<file path="src/rtl/pcs100_pkg.sv">
package pcs100_pkg;

  localparam int NIB_W = 4;
  localparam int SYM_W = 5;

  typedef enum logic [1:0] {
    FR_IDLE   = 2'd0,
    FR_SEND_K = 2'd1,
    FR_DATA   = 2'd2,
    FR_SEND_R = 2'd3
  } fr_state_e;

  localparam logic [SYM_W-1:0] CG_IDLE = 5'b11111;
  localparam logic [SYM_W-1:0] CG_J    = 5'b11000;
  localparam logic [SYM_W-1:0] CG_K    = 5'b10001;
  localparam logic [SYM_W-1:0] CG_T    = 5'b01101;
  localparam logic [SYM_W-1:0] CG_R    = 5'b00111;

  // 4B/5B data code-groups
  function automatic logic [SYM_W-1:0] map_nibble(input logic [NIB_W-1:0] n);
    logic [SYM_W-1:0] c;
    case (n)
      4'h0: c = 5'b11110;
      4'h1: c = 5'b01001;
      4'h2: c = 5'b10100;
      4'h3: c = 5'b10101;
      4'h4: c = 5'b01010;
      4'h5: c = 5'b01011;
      4'h6: c = 5'b01110;
      4'h7: c = 5'b01111;
      4'h8: c = 5'b10010;
      4'h9: c = 5'b10011;
      4'hA: c = 5'b10110;
      4'hB: c = 5'b10111;
      4'hC: c = 5'b11010;
      4'hD: c = 5'b11011;
      4'hE: c = 5'b11100;
      default: c = 5'b11101;
    endcase
    return c;
  endfunction

  // MLT-3 step index: 0 -> level 0, 1 -> +1, 2 -> 0, 3 -> -1
  function automatic logic [1:0] mlt3_step(input logic [1:0] idx, input logic b);
    return b ? (idx + 2'd1) : idx;
  endfunction

endpackage

</file>
<file path="src/rtl/pcs100_clkdiv.sv">
module pcs100_clkdiv #(
  parameter int DIV = 5
) (
  input  logic clk,
  input  logic rst_n,
  input  logic en,
  output logic strobe
);
  localparam int PW = (DIV > 1) ? $clog2(DIV) : 1;
  localparam logic [PW-1:0] LAST = PW'(DIV - 1);

  logic [PW-1:0] phase_q;
  logic          at_last;

  assign at_last = (phase_q == LAST);
  assign strobe  = en && at_last;

  always_ff @(posedge clk or negedge rst_n) begin
    if (!rst_n)       phase_q <= '0;
    else if (!en)     phase_q <= '0;
    else if (at_last) phase_q <= '0;
    else              phase_q <= phase_q + 1'b1;
  end

  // a strobe is never followed directly by another
  p_strobe_gap_r1: assert property (@(posedge clk) disable iff (!rst_n)
    strobe |=> !strobe);

  // phase stays inside the divide range
  p_phase_range_r1: assert property (@(posedge clk) disable iff (!rst_n)
    phase_q <= LAST);

endmodule

</file>
<file path="src/rtl/pcs100_framer.sv">
module pcs100_framer
  import pcs100_pkg::*;
(
  input  logic             clk,
  input  logic             rst_n,
  input  logic             en,
  input  logic             strobe,
  input  logic             tx_en,
  input  logic [NIB_W-1:0] txd,
  output logic             code_bit
);
  fr_state_e        state_q, state_d;
  logic [SYM_W-1:0] shreg_q;
  logic [SYM_W-1:0] group_d;
  logic             load;

  assign load     = en && strobe;
  assign code_bit = shreg_q[SYM_W-1];

  always_comb begin
    state_d = state_q;
    group_d = CG_IDLE;
    case (state_q)
      FR_IDLE: begin
        if (tx_en) begin
          group_d = CG_J;
          state_d = FR_SEND_K;
        end
      end
      FR_SEND_K: begin
        group_d = CG_K;
        state_d = FR_DATA;
      end
      FR_DATA: begin
        if (tx_en) begin
          group_d = map_nibble(txd);
        end else begin
          group_d = CG_T;
          state_d = FR_SEND_R;
        end
      end
      default: begin
        group_d = CG_R;
        state_d = FR_IDLE;
      end
    endcase
  end

  always_ff @(posedge clk or negedge rst_n) begin
    if (!rst_n) begin
      state_q <= FR_IDLE;
      shreg_q <= CG_IDLE;
    end else if (!en) begin
      state_q <= FR_IDLE;
      shreg_q <= CG_IDLE;
    end else if (load) begin
      state_q <= state_d;
      shreg_q <= group_d;
    end else begin
      shreg_q <= {shreg_q[SYM_W-2:0], 1'b1};
    end
  end

  // frame start loads the first start delimiter
  p_start_j_r3: assert property (@(posedge clk) disable iff (!rst_n)
    (load && state_q == FR_IDLE && tx_en) |=> (shreg_q == CG_J));

  // second slot always carries the second start delimiter
  p_then_k_r3: assert property (@(posedge clk) disable iff (!rst_n)
    (load && state_q == FR_SEND_K) |=> (shreg_q == CG_K && state_q == FR_DATA));

  // the closing slot after T is R, then back to idle
  p_then_r_r5: assert property (@(posedge clk) disable iff (!rst_n)
    (load && state_q == FR_SEND_R) |=> (shreg_q == CG_R && state_q == FR_IDLE));

  // idle slot with no frame sends idle
  p_idle_fill_r2: assert property (@(posedge clk) disable iff (!rst_n)
    (load && state_q == FR_IDLE && !tx_en) |=> (shreg_q == CG_IDLE));

  // between loads the group moves one bit toward the MSB
  p_msb_first_r6: assert property (@(posedge clk) disable iff (!rst_n)
    (en && !load) |=> (shreg_q[SYM_W-1] == $past(shreg_q[SYM_W-2])));

endmodule

</file>
<file path="src/rtl/pcs100_scrambler.sv">
module pcs100_scrambler #(
  parameter int          LEN  = 11,
  parameter int          TAP  = 9,
  parameter logic [LEN-1:0] SEED = 11'h4D3
) (
  input  logic clk,
  input  logic rst_n,
  input  logic en,
  input  logic plain,
  output logic scr
);
  logic [LEN-1:0] lfsr_q;
  logic           key;

  assign key = lfsr_q[LEN-1] ^ lfsr_q[TAP-1];
  assign scr = plain ^ key;

  always_ff @(posedge clk or negedge rst_n) begin
    if (!rst_n)   lfsr_q <= SEED;
    else if (!en) lfsr_q <= SEED;
    else          lfsr_q <= {lfsr_q[LEN-2:0], key};
  end

  // the key register never reaches the all-zero lock-up state
  p_nonzero_r7: assert property (@(posedge clk) disable iff (!rst_n)
    lfsr_q != '0);

  // while disabled the register sits at the seed
  p_seed_hold_r7: assert property (@(posedge clk) disable iff (!rst_n)
    !en |=> (lfsr_q == SEED));

endmodule

</file>
<file path="src/rtl/pcs100_mlt3.sv">
module pcs100_mlt3
  import pcs100_pkg::*;
(
  input  logic clk,
  input  logic rst_n,
  input  logic en,
  input  logic bit_in,
  output logic pos,
  output logic neg
);
  logic [1:0] idx_q;

  assign pos = (idx_q == 2'd1);
  assign neg = (idx_q == 2'd3);

  always_ff @(posedge clk or negedge rst_n) begin
    if (!rst_n)   idx_q <= 2'd0;
    else if (!en) idx_q <= 2'd0;
    else          idx_q <= mlt3_step(idx_q, bit_in);
  end

  // the two level flags are exclusive
  p_exclusive_r8: assert property (@(posedge clk) disable iff (!rst_n)
    !(pos && neg));

  // no direct jump between the outer levels
  p_no_jump_r8: assert property (@(posedge clk) disable iff (!rst_n)
    !(($past(pos) && neg) || ($past(neg) && pos)));

  // a zero bit holds the level
  p_hold_r8: assert property (@(posedge clk) disable iff (!rst_n)
    (en && !bit_in) |=> $stable(idx_q));

endmodule

</file>
<file path="src/rtl/pcs100_tx_encoder.sv">
module pcs100_tx_encoder
  import pcs100_pkg::*;
#(
  parameter int             LFSR_LEN = 11,
  parameter int             LFSR_TAP = 9,
  parameter logic [10:0]    SEED     = 11'h4D3
) (
  input  logic             clk,
  input  logic             rst_n,
  input  logic             mode_100,
  input  logic             tx_en,
  input  logic [NIB_W-1:0] txd,
  output logic             tx_clk_en,
  output logic             line_pos,
  output logic             line_neg
);
  logic strobe;
  logic code_bit;
  logic scr_bit;

  pcs100_clkdiv #(.DIV(SYM_W)) u_div (
    .clk    (clk),
    .rst_n  (rst_n),
    .en     (mode_100),
    .strobe (strobe)
  );

  pcs100_framer u_frm (
    .clk      (clk),
    .rst_n    (rst_n),
    .en       (mode_100),
    .strobe   (strobe),
    .tx_en    (tx_en),
    .txd      (txd),
    .code_bit (code_bit)
  );

  pcs100_scrambler #(
    .LEN  (LFSR_LEN),
    .TAP  (LFSR_TAP),
    .SEED (SEED[LFSR_LEN-1:0])
  ) u_scr (
    .clk   (clk),
    .rst_n (rst_n),
    .en    (mode_100),
    .plain (code_bit),
    .scr   (scr_bit)
  );

  pcs100_mlt3 u_mlt (
    .clk    (clk),
    .rst_n  (rst_n),
    .en     (mode_100),
    .bit_in (scr_bit),
    .pos    (line_pos),
    .neg    (line_neg)
  );

  assign tx_clk_en = strobe;

  // a disabled path drives the line to zero after one edge
  p_quiet_r9: assert property (@(posedge clk) disable iff (!rst_n)
    !mode_100 |=> (!line_pos && !line_neg));

  // no nibble strobe while the mode is off
  p_no_strobe_r9: assert property (@(posedge clk) disable iff (!rst_n)
    !mode_100 |-> !tx_clk_en);

endmodule

</file>
<file path="config.mk">
export PLATFORM = sky130hd
export DESIGN_NAME = pcs100_tx_encoder
export DESIGN_NICKNAME = d
export VERILOG_FILES = /design/src/rtl/pcs100_pkg.sv /design/src/rtl/pcs100_clkdiv.sv /design/src/rtl/pcs100_framer.sv /design/src/rtl/pcs100_scrambler.sv /design/src/rtl/pcs100_mlt3.sv /design/src/rtl/pcs100_tx_encoder.sv
export SDC_FILE = /design/constraint.sdc
export NUM_CORES = 1
export LEC_CHECK = 0
export BUFFER_PORTS_ARGS = -buffer_cell sky130_fd_sc_hd__buf_2
export CAP_MARGIN = 10
export CORE_MARGIN = 1
export CORE_UTILIZATION = 45
export DETAILED_ROUTE_END_ITERATION = 7
export SYNTH_ARGS = -nofsm -noshare
export SYNTH_HDL_FRONTEND = slang
export SYNTH_HIERARCHICAL = 1
export SYNTH_SLANG_ARGS = --single-unit
</file>
<file path="constraint.sdc">
create_clock -name clk -period 2.8 [get_ports clk]
set_clock_uncertainty 0.05 [all_clocks]
set_input_delay 0.28 -clock clk [delete_from_list [all_inputs] [get_ports clk]]
set_output_delay 0.28 -clock clk [all_outputs]
set_load 0.02 [all_outputs]
</file>
==> flow_summary.ini <==
[outcome]
status = completed

[cells_and_area]
nets = 130
final_layout_size_suffix_gt1_share_pct = 31.0
final_common_cell = dfrtp_1
seq_area_um2 = 589
nFillCells = 207
num_antenna_cells = 0
post-route-util_pct = 54.3
multi_input_area_um2 = 494
final_cell_mix = dfrtp_1 (12), dfstp_2 (11), buf_2 (10)
syn_to_final_growth_pct = 10.5

[route]
vias_per_cell = 5.12
wl_per_cell_um = 12.4
drt_wl_total_um = 1760
drt_iter0_markers = 19
dr.pass1.iters = 4
drc = 0
ant_nets = 0
dr_total_vias = 722

[pwr]
power_frac_seq_pct = 61.4
p_int_mw = 0.445
swShare_pct = 25.8
clockPowerShare_pct = 25.7
peakVddDrop_uv = 369
p_per_area_mw_per_mm2 = 485
comb_power_share_pct = 12.9
p_leak_nw = 0.564
net-switching-power_mw = 0.154
total_power_mw = 0.600

[floorplanning]
dieArea_mm2 = 0.00269
chipWidth_um = 51.9
fp-row-count = 17
core_mm2 = 0.00228
die_h_um = 51.9
start_util_pct = 49.1
io_pins = 11

[yosys]
synth_edf_count = 0
syn_area_mm2 = 0.00112
yosysWarnings = 6
synth.area.top_cells = dfrtp_1 (27%), dfstp_2 (26%), ha_1 (8.9%)
async_flop_share_pct = 100
synth.distinct_cells = 35
syn_inst = 99
avgSynthCellArea_um2 = 11.3
synth_flop_cell = dfrtp_1
yosys.area.top_type_share_pct = 26.8
ys_seq_area_share_pct = 52.7
synth_top_cell_by_area = dfrtp_1
syn-num-nets = 115
synth_seq_cells = 23

[clock_network]
h-tree-depth = 1
cts_tree = built
cts-buffers-inserted = 3
cts_hold_buffers = 1
post_cts_buffers = 0
clockBufferDepth = 2
clkLatencyLatePin_ps = 310
clk_pin_slew_ps = 120
cts.repair.resized = 0
cts_num_sinks = 23
cts_root_buf = clkbuf_4

[worst_setup_path]
r2r_slack_ps = 1200
cp-end-kind = output pin
worstSetupPathType = reg -> out
cp-start-kind = register
crit_arrival_ps = 1400
worstReg2RegEnd = u_frm/shreg_q[3]
required_ps = 2470
reg2regPathDepth = 6
r2r-start = u_div/phase_q[0]
cp_max_fo = 6

[timing]
slew_violations = 0
relSlewSlack_pct = 67.4
setup_viol = 0
fin_ws_ps = 1070
worst_pin_slew_ps = 488
rsz0062_at_grt = no
period_needed_ps = 1730
fin_crit_sh_pct = 62.0
fin_tns_setup_ps = 0
clock.fmax_mhz = 576
hold_viol_final = 0

[grt]
grt_usage_pct = 16.4
grt_use_met1_pct = 21.5
antenna_found_initial = 0
met2_usage_pct = 24.8
grt_max_degree = 24
use_met3_pct = 5.26
grt.overflow.total = 0
grt_pass1_wl_um = 3140
grt_pass1_vias = 689
grt-busiest-layer = met2

[placement]
dpl.hpwl_um = 1220
place_congestion = 0.814
dp_slack_ps = 1220
portBuffers = 10

[worst_hold_path]
min_from = txd[3]
min_to = u_frm/shreg_q[4]
hold_path_depth = 3
hold_path_class = in -> reg

[job]
cap_viol_max_count = 0
[state kept, by name, indices dropped and copies added (netlist names)]
signal / cells
u_mlt/idx_q: 2
u_div/phase_q: 3
u_frm/state_q: 2
u_scr/lfsr_q: 11
u_frm/shreg_q: 5
[critical path, stage by stage (launching register included)]
cell     delay, ps
dfrtp_1        410
inv_1           70
ha_1           180
and3_2         250
buf_2          180
[cell families after synthesis]
kind of cell    count (synthesis)  synth area share (%)
xor+xnor                        3                  3.02
buf+inv                         9                  3.13
flops                          23                  52.7
fa+ha+maj                       8                  8.95
simple gates                   39                  21.0
compound gates                 17                  11.2
[power groups by stage]
stage	Clock [mW]	Combinational (mW)	Sequential, mW
finish	0.154	0.0774	0.368
detailed placement	0	0.0773	0.374
floorplan	0	0.0527	0.371
global placement	0	0.0756	0.373
global route	0.176	0.0918	0.371
CTS	0.163	0.0790	0.369
[Yosys cell counts, types with 2 or more instances]
library cell  instances
dfrtp_1              12
ha_1                  8
or2b_1                2
nor2_1                4
and2_2                2
nand2_1               7
nand2b_1              7
dfstp_2              11
o21ai_1               2
and2_1                6
and3_2                2
a21oi_1               5
inv_1                 8
nor3_1                2
[cell type report]
type                       count  share of cell area [%]
sequential                    23                    47.7
multi-input combinational     67                    40.0
timing repair buffer          11                    4.86
tap                           28                    2.83
inverter                       8                    2.43
clock buffer                   3                    1.82
clock inverter                 1                   0.405
[how the worst max path moves through the flow]
stage | from | endpoint | slack (ps) | cells after the start
floorplan | u_div/phase_q[0] | u_frm/shreg_q[3] | 1260 | 6
global placement | u_div/phase_q[0] | u_frm/shreg_q[3] | 1220 | 6
detailed placement | u_div/phase_q[0] | u_frm/shreg_q[3] | 1220 | 6
CTS | u_div/phase_q[0] | tx_clk_en | 1050 | 4
global route | u_div/phase_q[0] | tx_clk_en | 980 | 4
finish | u_div/phase_q[0] | tx_clk_en | 1070 | 4
[per-layer routing]
metal	wire length, um	vias to the layer above	part of all wire, %
met5	0	-	0
met4	27	0	1.5
met3	71	5	4.0
li1	-	359	-
met1	913	345	52
met2	742	13	42
[stage by stage]
stage | instance area, um^2 | hold WS [ps] | std cells
global route | 1240 | 248 | 141
detailed placement | 1200 | 228 | 136
CTS | 1240 | 238 | 141
floorplan | 1120 | -65.6 | 99
finish | 1240 | 252 | 141
global placement | 1200 | 223 | 136
Power figures use the tool's default switching activity.
